## config.mk

```make
export PLATFORM = sky130hd
export DESIGN_NAME = ser_apb_port
export DESIGN_NICKNAME = d
export VERILOG_FILES = /design/src/rtl/ser_pkg.sv /design/src/rtl/ser_fifo.sv /design/src/rtl/ser_flags.sv /design/src/rtl/ser_apb_port.sv
export SDC_FILE = /design/constraint.sdc
export NUM_CORES = 1
export LEC_CHECK = 0
export BUFFER_PORTS_ARGS = -buffer_cell sky130_fd_sc_hd__clkbuf_2
export CORE_MARGIN = 10
export CORE_UTILIZATION = 24
export CTS_CLUSTER_DIAMETER = 80
export CTS_CLUSTER_SIZE = 28
export DETAILED_ROUTE_END_ITERATION = 10
export HOLD_SLACK_MARGIN = 0.12
export PLACE_DENSITY = 0.48
export SLEW_MARGIN = 40
export SYNTH_ARGS = -nofsm -noshare
export SYNTH_HDL_FRONTEND = slang
export SYNTH_SLANG_ARGS = --single-unit
```

## constraint.sdc

```tcl
create_clock -name clk -period 5.5 [get_ports clk]
set_input_delay 1.1 -clock clk [delete_from_list [all_inputs] [get_ports clk]]
set_output_delay 1.1 -clock clk [all_outputs]
set_load 0.005 [all_outputs]
```

## src/rtl/ser_pkg.sv

```systemverilog
package ser_pkg;
    localparam int BYTE_W     = 8;
    localparam int WORD_W     = 32;
    localparam int CNT_FIELD  = 6;
    localparam int WIDX_DATA  = 0;
    localparam int WIDX_STAT  = 1;

    typedef struct packed {
        logic frame;
        logic parity;
        logic overrun;
        logic brk;
    } line_flags_t;

    typedef struct packed {
        logic [CNT_FIELD-1:0] rx_cnt;
        logic [CNT_FIELD-1:0] tx_cnt;
        logic [8:0]           rsvd;
        logic                 rx_full;
        logic                 tx_full;
        logic                 rx_half;
        logic                 tx_below_half;
        line_flags_t          flags;
        logic                 tx_empty;
        logic                 shift_empty;
        logic                 rx_ready;
    } status_t;

    function automatic logic [WORD_W-1:0] byte_to_word(input logic [BYTE_W-1:0] b);
        return {{(WORD_W-BYTE_W){1'b0}}, b};
    endfunction
endpackage

```

## src/rtl/ser_fifo.sv

```systemverilog
module ser_fifo #(
    parameter int DEPTH = 32,
    parameter int W     = 8,
    localparam int PTR_W = (DEPTH > 1) ? $clog2(DEPTH) : 1,
    localparam int CNT_W = $clog2(DEPTH + 1)
) (
    input  logic             clk,
    input  logic             rst,
    input  logic             push,
    input  logic [W-1:0]     din,
    input  logic             pop,
    output logic [W-1:0]     dout,
    output logic [CNT_W-1:0] count,
    output logic             full,
    output logic             empty
);
    logic [W-1:0]     mem [DEPTH];
    logic [PTR_W-1:0] wr_ptr, rd_ptr;
    logic             do_push, do_pop;

    assign full    = (count == CNT_W'(DEPTH));
    assign empty   = (count == '0);
    assign do_push = push && !full;
    assign do_pop  = pop && !empty;
    assign dout    = mem[rd_ptr];

    function automatic logic [PTR_W-1:0] bump(input logic [PTR_W-1:0] p);
        return (p == PTR_W'(DEPTH - 1)) ? '0 : p + 1'b1;
    endfunction

    always_ff @(posedge clk) begin
        if (do_push) mem[wr_ptr] <= din;
    end

    always_ff @(posedge clk) begin
        if (rst) begin
            wr_ptr <= '0;
            rd_ptr <= '0;
            count  <= '0;
        end else begin
            if (do_push) wr_ptr <= bump(wr_ptr);
            if (do_pop)  rd_ptr <= bump(rd_ptr);
            case ({do_push, do_pop})
                2'b10:   count <= count + 1'b1;
                2'b01:   count <= count - 1'b1;
                default: count <= count;
            endcase
        end
    end
endmodule

```

## src/rtl/ser_flags.sv

```systemverilog
module ser_flags
    import ser_pkg::*;
(
    input  logic        clk,
    input  logic        rst,
    input  line_flags_t set_ev,
    input  logic        sw_wr,
    input  line_flags_t sw_keep,
    output line_flags_t flags
);
    line_flags_t kept;

    always_comb begin
        kept = sw_wr ? (flags & sw_keep) : flags;
    end

    always_ff @(posedge clk) begin
        if (rst) flags <= '0;
        else     flags <= kept | set_ev;
    end
endmodule

```

## src/rtl/ser_apb_port.sv

```systemverilog
module ser_apb_port
    import ser_pkg::*;
#(
    parameter int ADDR_W = 8,
    parameter int DEPTH  = 32,
    localparam int CNT_W = $clog2(DEPTH + 1),
    localparam int HALF  = DEPTH / 2
) (
    input  logic              clk,
    input  logic              rst,
    input  logic              psel,
    input  logic              penable,
    input  logic              pwrite,
    input  logic [ADDR_W-1:0] paddr,
    input  logic [31:0]       pwdata,
    output logic [31:0]       prdata,
    output logic              pready,
    output logic              pslverr,
    input  logic              rx_push,
    input  logic [7:0]        rx_byte,
    input  logic              rx_ferr,
    input  logic              rx_perr,
    input  logic              rx_brk,
    input  logic              tx_pop,
    output logic [7:0]        tx_byte,
    output logic              tx_avail,
    input  logic              tx_shift_empty
);
    logic [ADDR_W-3:0] widx;
    logic              access, rd_data, wr_data, wr_stat;
    logic [CNT_W-1:0]  rx_cnt, tx_cnt;
    logic              rx_full, rx_empty, tx_full, tx_empty;
    logic [7:0]        rx_head;
    line_flags_t       ev, keep, flags;
    status_t           stat;

    assign widx    = paddr[ADDR_W-1:2];
    assign access  = psel && penable;
    assign rd_data = access && !pwrite && (widx == (ADDR_W-2)'(WIDX_DATA));
    assign wr_data = access &&  pwrite && (widx == (ADDR_W-2)'(WIDX_DATA));
    assign wr_stat = access &&  pwrite && (widx == (ADDR_W-2)'(WIDX_STAT));
    assign pready  = 1'b1;
    assign pslverr = 1'b0;

    ser_fifo #(.DEPTH(DEPTH), .W(BYTE_W)) u_rxq (
        .clk(clk), .rst(rst),
        .push(rx_push), .din(rx_byte),
        .pop(rd_data), .dout(rx_head),
        .count(rx_cnt), .full(rx_full), .empty(rx_empty)
    );

    ser_fifo #(.DEPTH(DEPTH), .W(BYTE_W)) u_txq (
        .clk(clk), .rst(rst),
        .push(wr_data), .din(pwdata[7:0]),
        .pop(tx_pop), .dout(tx_byte),
        .count(tx_cnt), .full(tx_full), .empty(tx_empty)
    );

    assign tx_avail = !tx_empty;

    always_comb begin
        ev.frame   = rx_push && rx_ferr;
        ev.parity  = rx_push && rx_perr;
        ev.brk     = rx_push && rx_brk;
        ev.overrun = rx_push && rx_full;
        keep.frame   = pwdata[6];
        keep.parity  = pwdata[5];
        keep.overrun = pwdata[4];
        keep.brk     = pwdata[3];
    end

    ser_flags u_flags (
        .clk(clk), .rst(rst),
        .set_ev(ev), .sw_wr(wr_stat), .sw_keep(keep),
        .flags(flags)
    );

    always_comb begin
        stat               = '0;
        stat.rx_cnt        = CNT_FIELD'(rx_cnt);
        stat.tx_cnt        = CNT_FIELD'(tx_cnt);
        stat.rx_full       = rx_full;
        stat.tx_full       = tx_full;
        stat.rx_half       = (rx_cnt >= CNT_W'(HALF));
        stat.tx_below_half = (tx_cnt <  CNT_W'(HALF));
        stat.flags         = flags;
        stat.tx_empty      = tx_empty;
        stat.shift_empty   = tx_shift_empty;
        stat.rx_ready      = !rx_empty;
    end

    always_comb begin
        prdata = '0;
        if (psel && !pwrite) begin
            if (widx == (ADDR_W-2)'(WIDX_DATA))
                prdata = rx_empty ? '0 : byte_to_word(rx_head);
            else if (widx == (ADDR_W-2)'(WIDX_STAT))
                prdata = stat;
        end
    end
endmodule

```

[After elaboration in Yosys (flattened, before gate mapping)]
Memory sizes are Yosys's and may differ from the RTL's. A register that Yosys moved wholly into a read port is not among the register bits.
Index checks and enable logic that the tools add are counted.
Word-level totals
  memory bits (read-only): 0
  latch bits: 0
  bits in writable memories: 512
  word-level logic and storage cells: 79
  memories: 2
  flip-flop bits (word level): 36
Memories
  u_rxq.mem: words 32, width 8, read ports 1, clocked after memory_dff 1, wr ports 1, RTL line ser_fifo.sv:17  | logic [W-1:0] mem [DEPTH];
  u_txq.mem: words 32, width 8, read ports 1, clocked after memory_dff 1, wr ports 1, RTL line ser_fifo.sv:17
Operators by class
  reductions and logical operators: 25
  muxes and demuxes: 19
  bitwise gates (word level): 2
  div/mod/pow operators: 0
  $add $sub $neg: 8
  equal/unequal tests: 11
  $lt $le $gt $ge: 2
  shift-type cells: 0
  $mul: 0
Operators with widths (count)
  $mux 32: 3
  $mux 5: 8
  $pmux 6 s2: 2
  $add 5x1->5 const B: 4
  $eq 5x5->1 const B: 4
  $logic_not 6->1: 3
  $logic_and 1x1->1: 15
  $add 6x1->6 const B: 2
  $eq 6x6->1 const B: 2
  $sub 6x1->6 const B: 2
  $mux 8: 1
  $eq 6x1->1 const B: 1
  $ge 6x5->1 const B: 1
  $lt 6x5->1 const B: 1
  $logic_not 1->1: 5
  $and 4x4->4: 1
  $eq 2x1->1 const B: 2
  $eq 2x2->1 const B: 2
  $mux 1: 4
  $mux 4: 1
  $or 4x4->4: 1
  $reduce_bool 2->1: 2

[Logic depth before layout (Yosys ltp)]
Gate-level depths: netlist (run 1).
  depth after elaboration: 6
  depth in mapped cells: 15
  depth with buffers taken out: 12

[Cells and area by module]
From an unflattened synthesis (run 1), not the netlist that was laid out.
Second synthesis, totals
  cell total of the unflattened synthesis: 1371
  area total of the unflattened synthesis: 23252.3 µm²
Modules (own cells, without submodules)
  ser_fifo at u_txq: instances 1, area each 11223.3 µm², seq. area each 8107.8 µm², cells an instance 633
  ser_fifo at u_rxq: instances 1, area each 11222.0 µm², seq. area each 8107.8 µm², cells an instance 634
  ser_apb_port: instances 1, area each 633.1 µm², seq. area each 0.0 µm², cells an instance 88
  ser_flags: instances 1, area each 173.9 µm², seq. area each 80.1 µm², cells an instance 16

[Least setup slack after synthesis (run 1)]
No wires, ideal clock.
  path type: input to register
  start point: input paddr[5]
  end point: register u_rxq.count[4]
  stages: 14
  path buffers: 2
  arrival: 4.185 ns
  slack: 1.183 ns
  setup time: 0.132 ns
  cells stage by stage: or4_4 or3_4 or4b_1 buf_2 inv_1 ha_1 clkbuf_1 xor2_1 ha_1 a21oi_1 o21ai_0 a222oi_1 or3_1 a21oi_1
Between the ends
  word-level cells in the longest chain between the ends: 5
RTL lines
  start: declaration: RTL line ser_apb_port.sv:14  | input logic [ADDR_W-1:0] paddr,
  $logic_not 6->1 *: RTL line ser_apb_port.sv:39  | assign rd_data = access && !pwrite && (widx == (ADDR_W-2)'(WIDX_DATA));
  $logic_and 1x1->1 *: RTL line ser_apb_port.sv:39
  $logic_and 1x1->1 *: RTL line ser_fifo.sv:24  | assign do_pop = pop && !empty;
  $eq 2x1->1 or $eq 2x2->1 (tied branches): RTL line ser_fifo.sv:43  | case ({do_push, do_pop})
  $pmux 6 s2 or $reduce_bool 2->1 (tied branches)
  end signal: assignment: RTL line ser_fifo.sv:44  | 2'b10: count <= count + 1'b1;
  end signal: assignment: RTL line ser_fifo.sv:45  | 2'b01: count <= count - 1'b1;
  end signal: assignment: RTL line ser_fifo.sv:46  | default: count <= count;
  end: declaration: RTL line ser_fifo.sv:13  | output logic [CNT_W-1:0] count,
Every way passes the cells marked *; elsewhere a longest branch is shown, timed or not.
A chain may end at the register's enable or synchronous reset.

[Worst setup path in the final report (run 1)]
  start point: input paddr[5]
  end point: output prdata[2]
Between the ends
  word-level cells in the longest chain between the ends: 4
RTL lines
  $eq 6x1->1: RTL line ser_apb_port.sv:97  | else if (widx == (ADDR_W-2)'(WIDX_STAT))
  $mux 32: RTL line ser_apb_port.sv:97
  $mux 32 *: RTL line ser_apb_port.sv:95  | if (widx == (ADDR_W-2)'(WIDX_DATA))
  $mux 32 *: RTL line ser_apb_port.sv:94  | if (psel && !pwrite) begin
  end: declaration: RTL line ser_apb_port.sv:16  | output logic [31:0] prdata,
Marked as above.

==> results of run 1 <==
-- routing by layer --
metal,wire [um],vias up
met2,25100,305
met5,13,-
met4,969,2
met3,3860,53
met1,25700,6063
li1,-,5143
-- where the power goes --
| part | leakage [uW] | switching [uW] | internal (uW) |
|---|---|---|---|
| Combinational | 0.00206 | 120 | 28.9 |
| Sequential | 0.00498 | 11.4 | 4630 |
| Clock | 0.000446 | 1440 | 1060 |
| Total | 0.00749 | 1570 | 5720 |
-- layout by cell type, fill, tap and decap left out, types with 5 or more instances in the layout --
master	netlist	routed
a211oi_1	5	5
a21o_1	6	6
a21oi_1	48	48
a221oi_1	5	5
a22o_1	7	7
a22oi_1	32	32
a31oi_1	5	5
and3_1	18	18
buf_4	11	18
clkbuf_1	46	6
clkbuf_16	0	30
clkbuf_2	0	63
conb_1	2	11
dfxtp_1	46	41
edfxtp_1	512	512
ha_1	20	20
inv_1	12	12
mux2_2	13	13
mux2i_1	86	86
mux4_2	104	104
nand2_1	39	39
nand2b_1	5	5
nand3_1	14	14
nand3b_1	9	9
nor2_1	95	64
nor2_2	0	31
nor2b_1	13	12
nor4_1	5	5
o21ai_0	22	22
or3_1	10	10
or3b_2	5	5
or4_1	7	7
xor2_1	7	7
-- worst register-to-register path, cell delays in order, from the launching register on --
cell,delay [ps]
dfxtp_1,400
or4_1,570
nor3_1,600
nor2b_1,270
clkinv_1,260
ha_1,460
xor2_1,120
ha_1,190
a21oi_1,250
o21ai_0,150
a222oi_1,280
or3_1,160
a21oi_1,60
-- worst paths after layout --
| kind | start | endpoint | slack (ps) |
|---|---|---|---|
| setup / recovery | paddr[5] | prdata[2] | 660 |
| hold / removal | u_txq.rd_ptr[1]$_SDFFE_PP0N_ | flop | 510 |
| setup reg to reg | u_rxq.count[1]$_SDFFE_PP0P_ | u_rxq.count[4]$_SDFFE_PP0P_ | 1600 |
| hold reg to reg | u_txq.rd_ptr[1]$_SDFFE_PP0N_ | flop | 510 |
-- cell families (layout without fill, tap and decap cells) --
group	count (synthesis)	after routing	synth area share
AO/OA/AOI/OAI	146	146	0.0424
XOR/XNOR	8	8	0.00311
adder cells (fa/ha/maj)	20	20	0.0111
buffers and inverters	95	145	0.0180
flip-flops	558	558	0.722
multiplexers	203	203	0.148
other	2	14	0.000333
AND/OR/NAND/NOR	242	242	0.0543
-- stage by stage --
stage | instances | power (uW) | util
floorplan | 1283 | 4790 | -
global placement | 2540 | 4890 | 0.260
detailed placement | 2540 | 4890 | 0.261
CTS | 2587 | 7380 | 0.271
global route | 2587 | 7540 | 0.272
finish | 2590 | 7290 | 0.272
-- flip-flops by register name (all words and copies together) (netlist names), named ones only --
| signal | cells |
|---|---|
| u_rxq.mem | 256 |
| u_txq.mem | 256 |
| u_rxq.count | 6 |
| u_txq.count | 6 |
| u_rxq.rd_ptr | 5 |
| u_rxq.wr_ptr | 5 |
| u_txq.rd_ptr | 5 |
| u_txq.wr_ptr | 5 |
| u_flags.flags | 4 |
-- area by class of cell --
| type | instances | area (um2) | share of cell area |
|---|---|---|---|
| sequential | 558 | 16300 | 0.643 |
| multi-input combinational | 630 | 5990 | 0.236 |
| tap | 1254 | 1570 | 0.0619 |
| clock buffer | 36 | 773 | 0.0305 |
| timing repair buffer | 84 | 487 | 0.0192 |
| clock inverter | 11 | 166 | 0.00656 |
| inverter | 14 | 52.6 | 0.00207 |
| antenna | 3 | 7.51 | 0.000296 |
==> impl_metrics.csv, run 1 <==
group,metric,value,unit
outcome,status,"finished, final reports clean",
worst_hold_path,holdCritPathClass,"reg -> reg",
global_route,grt_pass1_vias,11800,
detailed_routing,drt_iter0_drc,1044,
global_route,gr-usage-met2,0.155,
clock_network,clkTransAtPathRegs,80,ps
floorplanning,fp.dieH,327,um
logic_synthesis,synth-seq-cells,558,
global_route,grt_overflow,0,
place,dp_hpwl,35.9,mm
floorplanning,ios,102,
sta,hold-worst-slack,513,ps
layout,syn_to_final_growth,12.4,%
worst_setup_path,end_kind,"output pin",
place,io_buffers,64,
layout,fin_nets,1395,
logic_synthesis,syn_area,22600,um2
detailed_routing,ant_nets,0,
detailed_routing,routed_via_density,4.47,
sta,period_minus_slack,4840,ps
detailed_routing,dr.pass1.iters,5,
worst_setup_path,crit_type,"in -> out",
place,place_ws,640,ps
worst_setup_path,crit_buf_inv,2,
floorplanning,fp.coreArea,93300,um2
detailed_routing,drc,0,
worst_setup_path,crit_required,4400,ps
worst_setup_path,r2r_cells,12,
clock_network,cts_sinks,558,
sta,setup_viol,0,
detailed_routing,drt_wl_total,55.5,mm
logic_synthesis,synth_most_common_cell,"edfxtp_1",
clock_network,cts_resized,0,
global_route,use_met3,0.0193,
layout,fin_area,25300,um2
clock_network,cts_root_buffer,"clkbuf_16",
worst_setup_path,crit_chain,"clkbuf_2, or4_4, nor4b_2, nand3_1, or4_1, o22ai_1, clkbuf_2",
worst_setup_path,slowest_delay,630,ps
floorplanning,die_w,327,um
sta,setup_tns,0,ps
place,dpl-instance-area,24300,um2
worst_setup_path,worstPathArrival,3740,ps
clock_network,post-cts-setup-buffer-count,0,
layout,drive_gt1_frac,0.221,
power,p_leak,0.00749,uW
logic_synthesis,synth_top_area_cell,"edfxtp_1",
clock_network,cts_max_path_buffers,3,
job,max_cap_viol_count,0,
floorplanning,die-area,107000,um2
logic_synthesis,async_reset_ff_frac,0,
logic_synthesis,ys_seq_area_frac,0.722,
global_route,grt_pass1_wl,81.3,mm
global_route,antenna_found_initial,3,
global_route,grt_max_degree,65,
clock_network,cts_tree,"done",
logic_synthesis,synth_edf_count,512,
sta,report.final.slew_viol_count,0,
floorplanning,start_util,0.242,
logic_synthesis,syn_inst,1274,
worst_hold_path,hold_path_depth,2,
sta,rsz0062_at_grt,"false",
worst_setup_path,cp-start-kind,"input pin",
logic_synthesis,synth_flop_cell,"edfxtp_1",
floorplanning,rows,112,
sta,fin_crit_sh,0.879,
logic_synthesis,yosys_warnings,0,
sta,hold_viol_final,0,
logic_synthesis,synth_common_cells,"512 x edfxtp_1, 104 x mux4_2, 95 x nor2_1, 86 x mux2i_1, 48 x a21oi_1",
worst_setup_path,critPathTopFamily,"simple AND/OR/NAND/NOR gates",
worst_setup_path,cp_max_fo,6,
place,gp_congestion,0.799,
clock_network,numCtsBuffers,28,
global_route,grt_util_all_layers,0.101,
sta,layout_setup_ws,665,ps
logic_synthesis,yosysTopAreaCellShare,0.681,
layout,num-fill-cells,9444,
clock_network,hold_buffers,0,
logic_synthesis,synth.avg_cell_area,17.7,um2
clock_network,htreeDepth,1,
global_route,use_met1,0.147,
clock_network,clk_latency,610,ps
sta,fin_skew,25.2,ps
logic_synthesis,synth_cell_types,58,
power,powerDensity,288,nW/um2
detailed_routing,routedWlPerCell,21.4,um
worst_setup_path,slowest_stage,"or4_1",
sta,slew_headroom,0.419,
sta,tightest_slew,868,ps
power,peakVddDrop,0.249,mV
worst_setup_path,cp_common_cell,"clkbuf_2",
global_route,grt.busiest_layer,"met2",
detailed_routing,num_vias,11600,
sta,max_freq,207,MHz
logic_synthesis,ys_top_cells_by_area,"edfxtp_1 68%, mux4_2 10%, dfxtp_1 4.1%",
worst_setup_path,cp.depth,7,
(Power assumes the default switching activity.)
==> run 2, diff against run 1 <==
--- a/config.mk
+++ b/config.mk
@@ -6,6 +6,7 @@
 export NUM_CORES = 1
 export LEC_CHECK = 0
 export BUFFER_PORTS_ARGS = -buffer_cell sky130_fd_sc_hd__clkbuf_2
+export CORE_ASPECT_RATIO = 0.9
 export CORE_MARGIN = 10
 export CORE_UTILIZATION = 24
 export CTS_CLUSTER_DIAMETER = 80
==> impl_metrics.csv, run 2 (synthesis results as in run 1) <==
group,metric,value,unit
power,powerDensity,293,nW/um2
clock_network,numCtsBuffers,31,
worst_setup_path,slowest_stage,"dfxtp_2",
place,place_ws,762,ps
worst_setup_path,crit_required,4400,ps
clock_network,htreeDepth,1,
layout,fin_area,25500,um2
place,io_buffers,64,
worst_setup_path,crit_chain,"nor2_1, buf_4, a221oi_1, o22ai_1, o41ai_1, buf_4, clkbuf_2",
clock_network,hold_buffers,0,
worst_setup_path,crit_buf_inv,3,
clock_network,cts_max_path_buffers,3,
outcome,status,"finished, final reports clean",
sta,rsz0062_at_grt,"false",
global_route,grt_max_degree,65,
worst_setup_path,end_kind,"output pin",
detailed_routing,dr.pass1.iters,5,
clock_network,clk_latency,650,ps
floorplanning,ios,102,
detailed_routing,drt_iter0_drc,927,
worst_setup_path,worstPathArrival,3790,ps
floorplanning,fp.coreArea,93100,um2
sta,report.final.slew_viol_count,0,
detailed_routing,num_vias,11500,
worst_hold_path,hold_start,"u_flags.flags[3]$_SDFF_PP0_",
detailed_routing,drt_wl_total,54.0,mm
worst_setup_path,cp_max_fo,22,
clock_network,cts_root_buffer,"clkbuf_16",
clock_network,cts_sinks,558,
job,max_cap_viol_count,0,
sta,setup_tns,0,ps
detailed_routing,drc,0,
sta,fin_skew,44.9,ps
worst_setup_path,slowest_delay,830,ps
global_route,grt_util_all_layers,0.0979,
power,peakVddDrop,0.254,mV
worst_setup_path,cp-start-kind,"flop",
worst_setup_path,crit_type,"reg -> out",
worst_setup_path,cp_common_cell,"buf_4",
power,p_leak,0.00758,uW
worst_setup_path,reg2reg_from,"u_rxq.count[1]$_SDFFE_PP0P_",
layout,final_cell_mix,"512 x edfxtp_1, 104 x mux4_2, 86 x mux2i_1, 61 x nor2_1, 61 x clkbuf_2",
detailed_routing,routed_via_density,4.45,
sta,tightest_slew,858,ps
clock_network,cts_resized,0,
global_route,grt_overflow,0,
layout,syn_to_final_growth,13.2,%
global_route,grt_pass1_vias,11500,
detailed_routing,ant_nets,0,
clock_network,post-cts-setup-buffer-count,0,
global_route,antenna_found_initial,3,
place,dp_hpwl,34.7,mm
global_route,grt_pass1_wl,79.1,mm
sta,layout_setup_ws,613,ps
place,dp.cells,2528,
layout,final-instance-count-excl-fill,2586,
clock_network,cts_tree,"done",
floorplanning,fp.dieH,311,um
detailed_routing,routedWlPerCell,20.9,um
floorplanning,start_util,0.242,
place,gp_congestion,0.758,
sta,hold_viol_final,0,
layout,drive_gt1_frac,0.230,
worst_setup_path,critPathTopFamily,"compound AO/OA/AOI/OAI gates",
layout,fin_nets,1399,
place,dpl-instance-area,24400,um2
floorplanning,die-area,107000,um2
layout,mostFrequentLayoutCell,"edfxtp_1",
sta,setup_viol,0,
sta,max_freq,205,MHz
floorplanning,die_w,343,um
sta,fin_crit_sh,0.888,
clock_network,clkTransAtPathRegs,90,ps
floorplanning,rows,106,
layout,top_regs,"u_rxq.mem x256, u_txq.mem x256",
sta,slew_headroom,0.426,
worst_hold_path,holdCritPathClass,"reg -> reg",
sta,period_minus_slack,4890,ps
power,power,7490,uW
run 2: worst register-to-register path, delay by kind of cell, from the launching register on:
family / cells / cell delay [ps]
fa+ha+maj: 2 / 560
xor+xnor: 1 / 210
compound gates: 4 / 700
simple gates: 4 / 1550
flops: 1 / 410
buf+inv: 1 / 120
run 2: power by group:
part,internal (uW),switching [uW]
Sequential,4630,9.25
Clock,1180,1520
Combinational,29.8,117
Total,5840,1650
run 2: final cells by class:
type                    instances  area, um2
well taps                    1242       1550
flip-flops and latches        558      16300
diodes                          2       5.00
multi-input cells             630       5990
inverters                      14       52.6
clock inverters                21        315
clock buffers                  34        787
repair buffers                 85        523
fillers                      9322      67600
run 2: final timing paths:
kind	to	slack [ps]	cells after the start
hold reg to reg	u_flags.flags[3]$_SDFF_PP0_	490	2
setup / recovery	prdata[6]	610	7
hold / removal	u_flags.flags[3]$_SDFF_PP0_	490	2
setup reg to reg	u_rxq.count[4]$_SDFFE_PP0P_	1790	12
run 2: metrics by stage:
| step | util | hold slack (ps) |
|---|---|---|
| after floorplan | - | 454 |
| after global placement | 0.261 | 478 |
| after detailed placement | 0.262 | 480 |
| after CTS | 0.273 | 493 |
| after global routing | 0.274 | 530 |
| final | 0.274 | 489 |
run 2: per-layer routing:
layer / GRT usage / vias to the layer above / wire [um] / part of all wire
met3: 0.0169 / 55 / 2730 / 0.051
li1: - / 5141 / - / -
met5: 0 / - / 41 / 0.00076
met4: 0.0184 / 6 / 1070 / 0.020
met1: 0.147 / 6005 / 26200 / 0.49
met2: 0.147 / 291 / 23900 / 0.44
